$ cat config.mk
export PLATFORM = sky130hd
export DESIGN_NAME = din_glitch_filter
export DESIGN_NICKNAME = d
export VERILOG_FILES = /design/src/rtl/dinflt_pkg.sv /design/src/rtl/dinflt_tick.sv /design/src/rtl/dinflt_regs.sv /design/src/rtl/dinflt_chan.sv /design/src/rtl/din_glitch_filter.sv
export SDC_FILE = /design/constraint.sdc
export NUM_CORES = 2
export LEC_CHECK = 0
export ABC_AREA = 1
export BUFFER_PORTS_ARGS = -buffer_cell sky130_fd_sc_hd__buf_2
export CORE_ASPECT_RATIO = 0.75
export CORE_MARGIN = 1
export CORE_UTILIZATION = 35
export CTS_BUF_LIST = sky130_fd_sc_hd__clkbuf_4 sky130_fd_sc_hd__clkbuf_8
export DETAILED_ROUTE_END_ITERATION = 8
export GPL_ROUTABILITY_DRIVEN = 0
export PLACE_DENSITY_LB_ADDON = 0.25
export REMOVE_ABC_BUFFERS = 1
export SYNTH_ARGS = -nofsm -noshare
export SYNTH_HDL_FRONTEND = slang
export SYNTH_SLANG_ARGS = --single-unit
$ cat constraint.sdc
create_clock -name clk -period 5.76 [get_ports clk]
set_input_delay 0.288 -clock clk [delete_from_list [all_inputs] [get_ports clk]]
set_output_delay 0.288 -clock clk [all_outputs]
set_load 0.1 [all_outputs]
$ cat src/rtl/dinflt_pkg.sv
package dinflt_pkg;
  localparam int unsigned REG_AW = 5;
  localparam logic [REG_AW-1:0] OFS_LEVEL = 5'h00;
  localparam logic [REG_AW-1:0] OFS_CMD   = 5'h07;
  localparam logic [REG_AW-1:0] OFS_IVAL  = 5'h08;
  localparam logic [REG_AW-1:0] OFS_ENA   = 5'h0C;
  localparam int unsigned CMD_RELOAD_BIT = 0;
  localparam int unsigned CMD_CLEAR_BIT  = 1;
endpackage

$ cat src/rtl/dinflt_tick.sv
module dinflt_tick #(
  parameter int unsigned TICK_DIV = 10
) (
  input  logic clk,
  input  logic rst_n,
  output logic tick_o
);
  localparam int unsigned CW = (TICK_DIV > 1) ? $clog2(TICK_DIV) : 1;
  localparam logic [CW-1:0] LAST = CW'(TICK_DIV - 1);

  logic [CW-1:0] cnt_q;

  always_ff @(posedge clk or negedge rst_n) begin
    if (!rst_n)            cnt_q <= '0;
    else if (cnt_q == LAST) cnt_q <= '0;
    else                   cnt_q <= cnt_q + 1'b1;
  end

  assign tick_o = (cnt_q == LAST);

  generate
    if (TICK_DIV > 1) begin : g_chk
      // a tick lasts a single cycle
      p_tick_single_r5: assert property (@(posedge clk) disable iff (!rst_n)
        tick_o |=> !tick_o);
    end
  endgenerate
endmodule

$ cat src/rtl/dinflt_regs.sv
module dinflt_regs
  import dinflt_pkg::*;
#(
  parameter int unsigned N_CH   = 24,
  parameter int unsigned IVAL_W = 20
) (
  input  logic              clk,
  input  logic              rst_n,
  input  logic              reg_wr_i,
  input  logic [REG_AW-1:0] reg_addr_i,
  input  logic [7:0]        reg_wdata_i,
  output logic [7:0]        reg_rdata_o,
  input  logic [N_CH-1:0]   level_i,
  output logic [N_CH-1:0]   ena_o,
  output logic [IVAL_W-1:0] ival_o,
  output logic              clear_o
);
  localparam int unsigned NB = N_CH / 8;
  localparam int unsigned IB = (IVAL_W + 7) / 8;
  localparam logic [IB*8-1:0] IMASK = {(IB*8){1'b1}} >> (IB*8 - IVAL_W);

  logic [IB*8-1:0]   stage_q;
  logic [N_CH-1:0]   ena_q;
  logic [IVAL_W-1:0] act_q;
  logic              cmd_wr;
  logic              reload;

  assign cmd_wr  = reg_wr_i && (reg_addr_i == OFS_CMD);
  assign reload  = cmd_wr && reg_wdata_i[CMD_RELOAD_BIT];
  assign clear_o = cmd_wr && reg_wdata_i[CMD_CLEAR_BIT];

  always_ff @(posedge clk or negedge rst_n) begin
    if (!rst_n) begin
      stage_q <= '0;
      ena_q   <= '0;
      act_q   <= '0;
    end else begin
      if (reg_wr_i) begin
        for (int b = 0; b < IB; b++)
          if (reg_addr_i == OFS_IVAL + REG_AW'(b))
            stage_q[b*8 +: 8] <= reg_wdata_i & IMASK[b*8 +: 8];
        for (int b = 0; b < NB; b++)
          if (reg_addr_i == OFS_ENA + REG_AW'(b))
            ena_q[b*8 +: 8] <= reg_wdata_i;
      end
      if (reload) act_q <= stage_q[IVAL_W-1:0];
    end
  end

  always_comb begin
    reg_rdata_o = '0;
    for (int b = 0; b < NB; b++) begin
      if (reg_addr_i == OFS_LEVEL + REG_AW'(b)) reg_rdata_o = level_i[b*8 +: 8];
      if (reg_addr_i == OFS_ENA + REG_AW'(b))   reg_rdata_o = ena_q[b*8 +: 8];
    end
    for (int b = 0; b < IB; b++)
      if (reg_addr_i == OFS_IVAL + REG_AW'(b)) reg_rdata_o = stage_q[b*8 +: 8];
  end

  assign ena_o  = ena_q;
  assign ival_o = act_q;

  // the active interval moves only on a reload command
  p_active_hold_r4: assert property (@(posedge clk) disable iff (!rst_n)
    !(reg_wr_i && reg_addr_i == OFS_CMD && reg_wdata_i[CMD_RELOAD_BIT]) |=> $stable(ival_o));
  // unused interval bits always read as zero
  p_stage_nibble_r3: assert property (@(posedge clk) disable iff (!rst_n)
    reg_addr_i == OFS_IVAL + REG_AW'(IB-1) |-> ((reg_rdata_o & ~IMASK[(IB-1)*8 +: 8]) == 8'h00));
endmodule

$ cat src/rtl/dinflt_chan.sv
module dinflt_chan #(
  parameter int unsigned IVAL_W = 20
) (
  input  logic              clk,
  input  logic              rst_n,
  input  logic              din_i,
  input  logic              tick_i,
  input  logic              filt_en_i,
  input  logic [IVAL_W-1:0] ival_i,
  input  logic              clear_i,
  output logic              q_o
);
  logic [1:0]        sync_q;
  logic              lvl;
  logic [IVAL_W-1:0] cnt_q;
  logic [IVAL_W:0]   cnt_nxt;

  assign lvl     = sync_q[1];
  assign cnt_nxt = {1'b0, cnt_q} + 1'b1;

  always_ff @(posedge clk or negedge rst_n) begin
    if (!rst_n) sync_q <= '0;
    else        sync_q <= {sync_q[0], din_i};
  end

  always_ff @(posedge clk or negedge rst_n) begin
    if (!rst_n) begin
      q_o   <= 1'b0;
      cnt_q <= '0;
    end else if (clear_i || !filt_en_i) begin
      q_o   <= lvl;
      cnt_q <= '0;
    end else if (lvl == q_o) begin
      cnt_q <= '0;
    end else if (tick_i) begin
      if (cnt_nxt >= {1'b0, ival_i}) begin
        q_o   <= lvl;
        cnt_q <= '0;
      end else begin
        cnt_q <= cnt_nxt[IVAL_W-1:0];
      end
    end
  end

  // a filtered output can only move in a tick cycle
  p_hold_between_ticks_r5: assert property (@(posedge clk) disable iff (!rst_n)
    (!tick_i && !clear_i && filt_en_i) |=> $stable(q_o));
  // unfiltered channel follows the synchronizer
  p_bypass_follow_r7: assert property (@(posedge clk) disable iff (!rst_n)
    !filt_en_i |=> (q_o == $past(lvl)));
  // clear command reloads from the synchronizer
  p_clear_load_r8: assert property (@(posedge clk) disable iff (!rst_n)
    clear_i |=> (q_o == $past(lvl)));
endmodule

$ cat src/rtl/din_glitch_filter.sv
module din_glitch_filter
  import dinflt_pkg::*;
#(
  parameter int unsigned N_CH     = 24,
  parameter int unsigned IVAL_W   = 20,
  parameter int unsigned TICK_DIV = 10
) (
  input  logic              clk,
  input  logic              rst_n,
  input  logic [N_CH-1:0]   din_i,
  input  logic              reg_wr_i,
  input  logic [REG_AW-1:0] reg_addr_i,
  input  logic [7:0]        reg_wdata_i,
  output logic [7:0]        reg_rdata_o,
  output logic [N_CH-1:0]   filt_o
);
  logic              tick;
  logic [N_CH-1:0]   ena;
  logic [IVAL_W-1:0] ival;
  logic              clear;
  logic              ival_zero;

  assign ival_zero = (ival == '0);

  dinflt_tick #(.TICK_DIV(TICK_DIV)) u_tick (
    .clk    (clk),
    .rst_n  (rst_n),
    .tick_o (tick)
  );

  dinflt_regs #(.N_CH(N_CH), .IVAL_W(IVAL_W)) u_regs (
    .clk         (clk),
    .rst_n       (rst_n),
    .reg_wr_i    (reg_wr_i),
    .reg_addr_i  (reg_addr_i),
    .reg_wdata_i (reg_wdata_i),
    .reg_rdata_o (reg_rdata_o),
    .level_i     (filt_o),
    .ena_o       (ena),
    .ival_o      (ival),
    .clear_o     (clear)
  );

  generate
    for (genvar c = 0; c < N_CH; c++) begin : g_ch
      dinflt_chan #(.IVAL_W(IVAL_W)) u_chan (
        .clk       (clk),
        .rst_n     (rst_n),
        .din_i     (din_i[c]),
        .tick_i    (tick),
        .filt_en_i (ena[c] && !ival_zero),
        .ival_i    (ival),
        .clear_i   (clear),
        .q_o       (filt_o[c])
      );
    end
  endgenerate

  // the first cycle after reset has an empty enable mask
  p_reset_mask_r1: assert property (@(posedge clk)
    $rose(rst_n) |-> (ena == '0) && (ival == '0));
endmodule

==> metrics.yaml <==
status: "finished clean"
slew_headroom: 0.2755
grt_pass1_vias: 41520
yosys.area.top_type: "dfrtp_1"
hpwl_mm: 106.3
r2r_setup_slack_ns: 1.77
synth_cell_types: 53
yosys_warnings: 0
fin_setup_tns_ns: 0
period_needed_ns: 3.993
critPathArrivalTime_ns: 4.72
synth_async_sr_flop_share: 1.000
clock-root-buffer: "clkbuf_8"
fin_crit_sh: 0.6933
slowest_stage: "nand4_1"
fmax_mhz: 250.4
ys_ff_latch: 620
synth-main-ff-cell: "dfrtp_1"
synth_area_leaders: "dfrtp_1 32%, nand2_1 15%, ha_1 13%, inv_1 6.7%, xor2_1 5.2%"
route.detailed.drc: 0
syn_avg_cell_area_um2: 7.326
path_max_fanout: 22
postRouteAntennaNets: 0
ios: 72
powerDensity_mw_per_mm2: 237.6
dieWidth_um: 432.4
clk_latency_ns: 0.86
rows: 118
grt_pass1_wl_mm: 239.9
grt_max_degree: 146
synth_edf_count: 0
hold_class: "input pin to flip-flop"
clock_sinks: 620
worstMarginPinSlew_ns: 1.084
wirelength_mm: 151.8
dieArea_mm2: 0.1404
via_per_inst: 5.098
maxCapViolations: 0
p_leak_uw: 0.02678
die_y_um: 324.8
cts_tree: "built"
end_kind: "flip-flop"
finalHoldViolCount: 0
ys_seq_area_frac: 0.3191
cts_buffers: 106
wl_per_cell_um: 17.47
maxSlewViolCount: 0
worst-path-buf-inv: 1
drive_above_1_share: 0.07825
path_class: "flip-flop to flip-flop"
synth_area_mm2: 0.04862
io_buffers: 71
cts_buffer_depth: 3
ir_drop_mv: 0.1840
synth.top_cell.area_share: 0.3191
rsz0062_at_grt: "no"
cp_cell_sequence: "ha_1, nand2_1, nor2_2, nand2_1, nor3_2, nand2_1, nor2_1, nand2_1, xor2_1, inv_1, ha_1, a21oi_1, nand3b_1, nand3_1, nor2_1, nand4_1, o21ai_1"
initial_core_util: 0.3526
grt_remaining_overflow: 0
finalSetupViolCount: 0
track_usage: 0.2153
netlist_instances: 6637
cts.htree.levels: 3
core_area_mm2: 0.1379
worst_clock_skew_ns: 0.05935
final_nets: 7283
crit_top_cell: "nand2_1"
post-cts-setup-buffers: 0
cp.required_ns: 6.48
drtPass1Iterations: 6
num_vias: 44290
drt_iter0_markers: 3906
antenna_found_initial: 6
place_area_mm2: 0.05077
cp_top_family: "simple AND/OR/NAND/NOR gates"
clkTransAtPathRegs_ns: 0.06
area_growth_syn_to_layout_pct: 10.09
max_stage_delay_ns: 0.80
design_area_mm2: 0.05353
start_kind: "flip-flop"
-- through the flow --
| stage | cells | hold WS [ns] | util | power, µW | setup WS (ns) |
|---|---|---|---|---|---|
| global placement | 8457 | 0.3333 | 0.3681 | 8064 | 1.868 |
| global route | 8688 | 0.03223 | 0.3882 | 13390 | 1.372 |
| CTS | 8684 | 0.01161 | 0.3881 | 12870 | 1.801 |
| detailed placement | 8457 | 0.3347 | 0.3681 | 8114 | 1.829 |
| floorplan | 6481 | -0.007591 | - | 6796 | 2.574 |
| finish | 8689 | 0.08759 | 0.3882 | 12720 | 1.767 |
-- final timing paths --
path,start,end,depth (start not counted)
setup / recovery,g_ch[11].u_chan.cnt_q[0]$_DFFE_PN0P_,g_ch[11].u_chan.cnt_q[16]$_DFFE_PN0P_,17
hold / removal,din_i[17],g_ch[17].u_chan.sync_q[0]$_DFF_PN0_,2
setup reg to reg,g_ch[11].u_chan.cnt_q[0]$_DFFE_PN0P_,g_ch[11].u_chan.cnt_q[16]$_DFFE_PN0P_,17
hold reg to reg,g_ch[3].u_chan.sync_q[0]$_DFF_PN0_,g_ch[3].u_chan.sync_q[1]$_DFF_PN0_,0
max in group asynchronous,rst_n,g_ch[18].u_chan.cnt_q[7]$_DFFE_PN0P_,3
min in group asynchronous,rst_n,g_ch[23].u_chan.cnt_q[3]$_DFFE_PN0P_,2
-- layout make-up --
type / instances / area [µm²]
clock buffers: 160 / 2058
well taps: 1860 / 2327
clock inverters: 33 / 354.1
diodes: 5 / 12.51
repair buffers: 150 / 1094
flip-flops and latches: 620 / 15520
inverters: 902 / 3388
multi-input cells: 4959 / 28780
fillers: 14510 / 84370
-- report_power, final --
part | total, µW | internal (µW) | switching, µW
combinational | 3220 | 729 | 2490
sequential | 4840 | 4540 | 299
clock | 4660 | 2560 | 2100
total | 12700 | 7830 | 4890
-- Yosys cell counts, drive strengths merged (10+ instances only) --
master	instances
xnor2	103
nand3	313
xor2	288
inv	894
o22ai	104
nand4	321
o221ai	10
clkbuf	40
ha	504
a21oi	227
nand2	1921
nand3b	24
nor3	157
dfrtp	620
o21ai	443
buf	116
nor3b	10
nor4	83
nor2	405
-- metal layers --
| layer | wire, µm | track usage | vias to the layer above | part of all wire |
|---|---|---|---|---|
| li1 | - | - | 22150 | - |
| met5 | 0 | 0 | - | 0 |
| met1 | 74870 | 0.3199 | 20770 | 0.49 |
| met2 | 64270 | 0.3215 | 1154 | 0.42 |
| met4 | 4003 | 0.05882 | 0 | 0.026 |
| met3 | 8655 | 0.03156 | 220 | 0.057 |
-- state kept, by name, summed over array words and instances (netlist names) --
register            flops
g_ch.u_chan.cnt_q     480
u_regs.stage_q         20
g_ch.u_chan.sync_q     48
g_ch.u_chan.q_o        24
u_regs.ival_o          20
u_regs.ena_o           24
u_tick.cnt_q            4
-- repair_timing --
| action | 4_1_cts | 5_1_grt |
|---|---|---|
| endpoints found under the setup margin | 0 | 0 |
| hold buffers | 34 | 0 |
| resized for setup | 0 | 0 |
| hold endpoints to repair | 159 | 0 |
-- cells by family (layout without fill, tap and decap cells) --
kind of cell,Yosys count,count (layout),synth area share
buffers and inverters,1058,1245,0.08926
AND/OR/NAND/NOR,3247,3247,0.2977
multiplexers,1,1,0.0002316
adder cells (fa/ha/maj),504,504,0.1297
flip-flops,620,620,0.3191
AO/OA/AOI/OAI,816,816,0.09359
other,0,5,0
XOR/XNOR,391,391,0.07043
-- cells in the final DEF, fill, tap and decap left out, types with 10 or more instances in the layout --
cell type      count
o21ai_1          126
o22ai_2           16
buf_2             70
xnor2_1          103
a21oi_1          227
nor4_1            79
ha_1             504
nand3b_1          24
nand2_2           23
o221ai_1          10
nor3b_1           10
o22ai_1           88
nor3_2            24
clkinv_2          21
dlygate4sd3_1     34
clkbuf_4          23
nand2_1         1896
o21ai_0          287
inv_2             46
nand4_1          314
nor2_1           367
nor2_2            31
clkbuf_8         137
o21ai_2           30
inv_1            848
nand3_1          292
dfrtp_1          619
xor2_1           288
nand3_2           19
nor3_1           131
buf_4             41
-- worst reg2reg max path: stages, from the launching register on --
cell and delay, ns:
dfrtp_1 0.47, ha_1 0.22, nand2_1 0.09, nor2_2 0.19, nand2_1 0.15, nor3_2 0.19, nand2_1 0.11, nor2_1 0.17
nand2_1 0.09, xor2_1 0.15, inv_1 0.08, ha_1 0.31, a21oi_1 0.14, nand3b_1 0.12, nand3_1 0.07, nor2_1 0.08
nand4_1 0.80, o21ai_1 0.45
(Power assumes the default switching activity.)
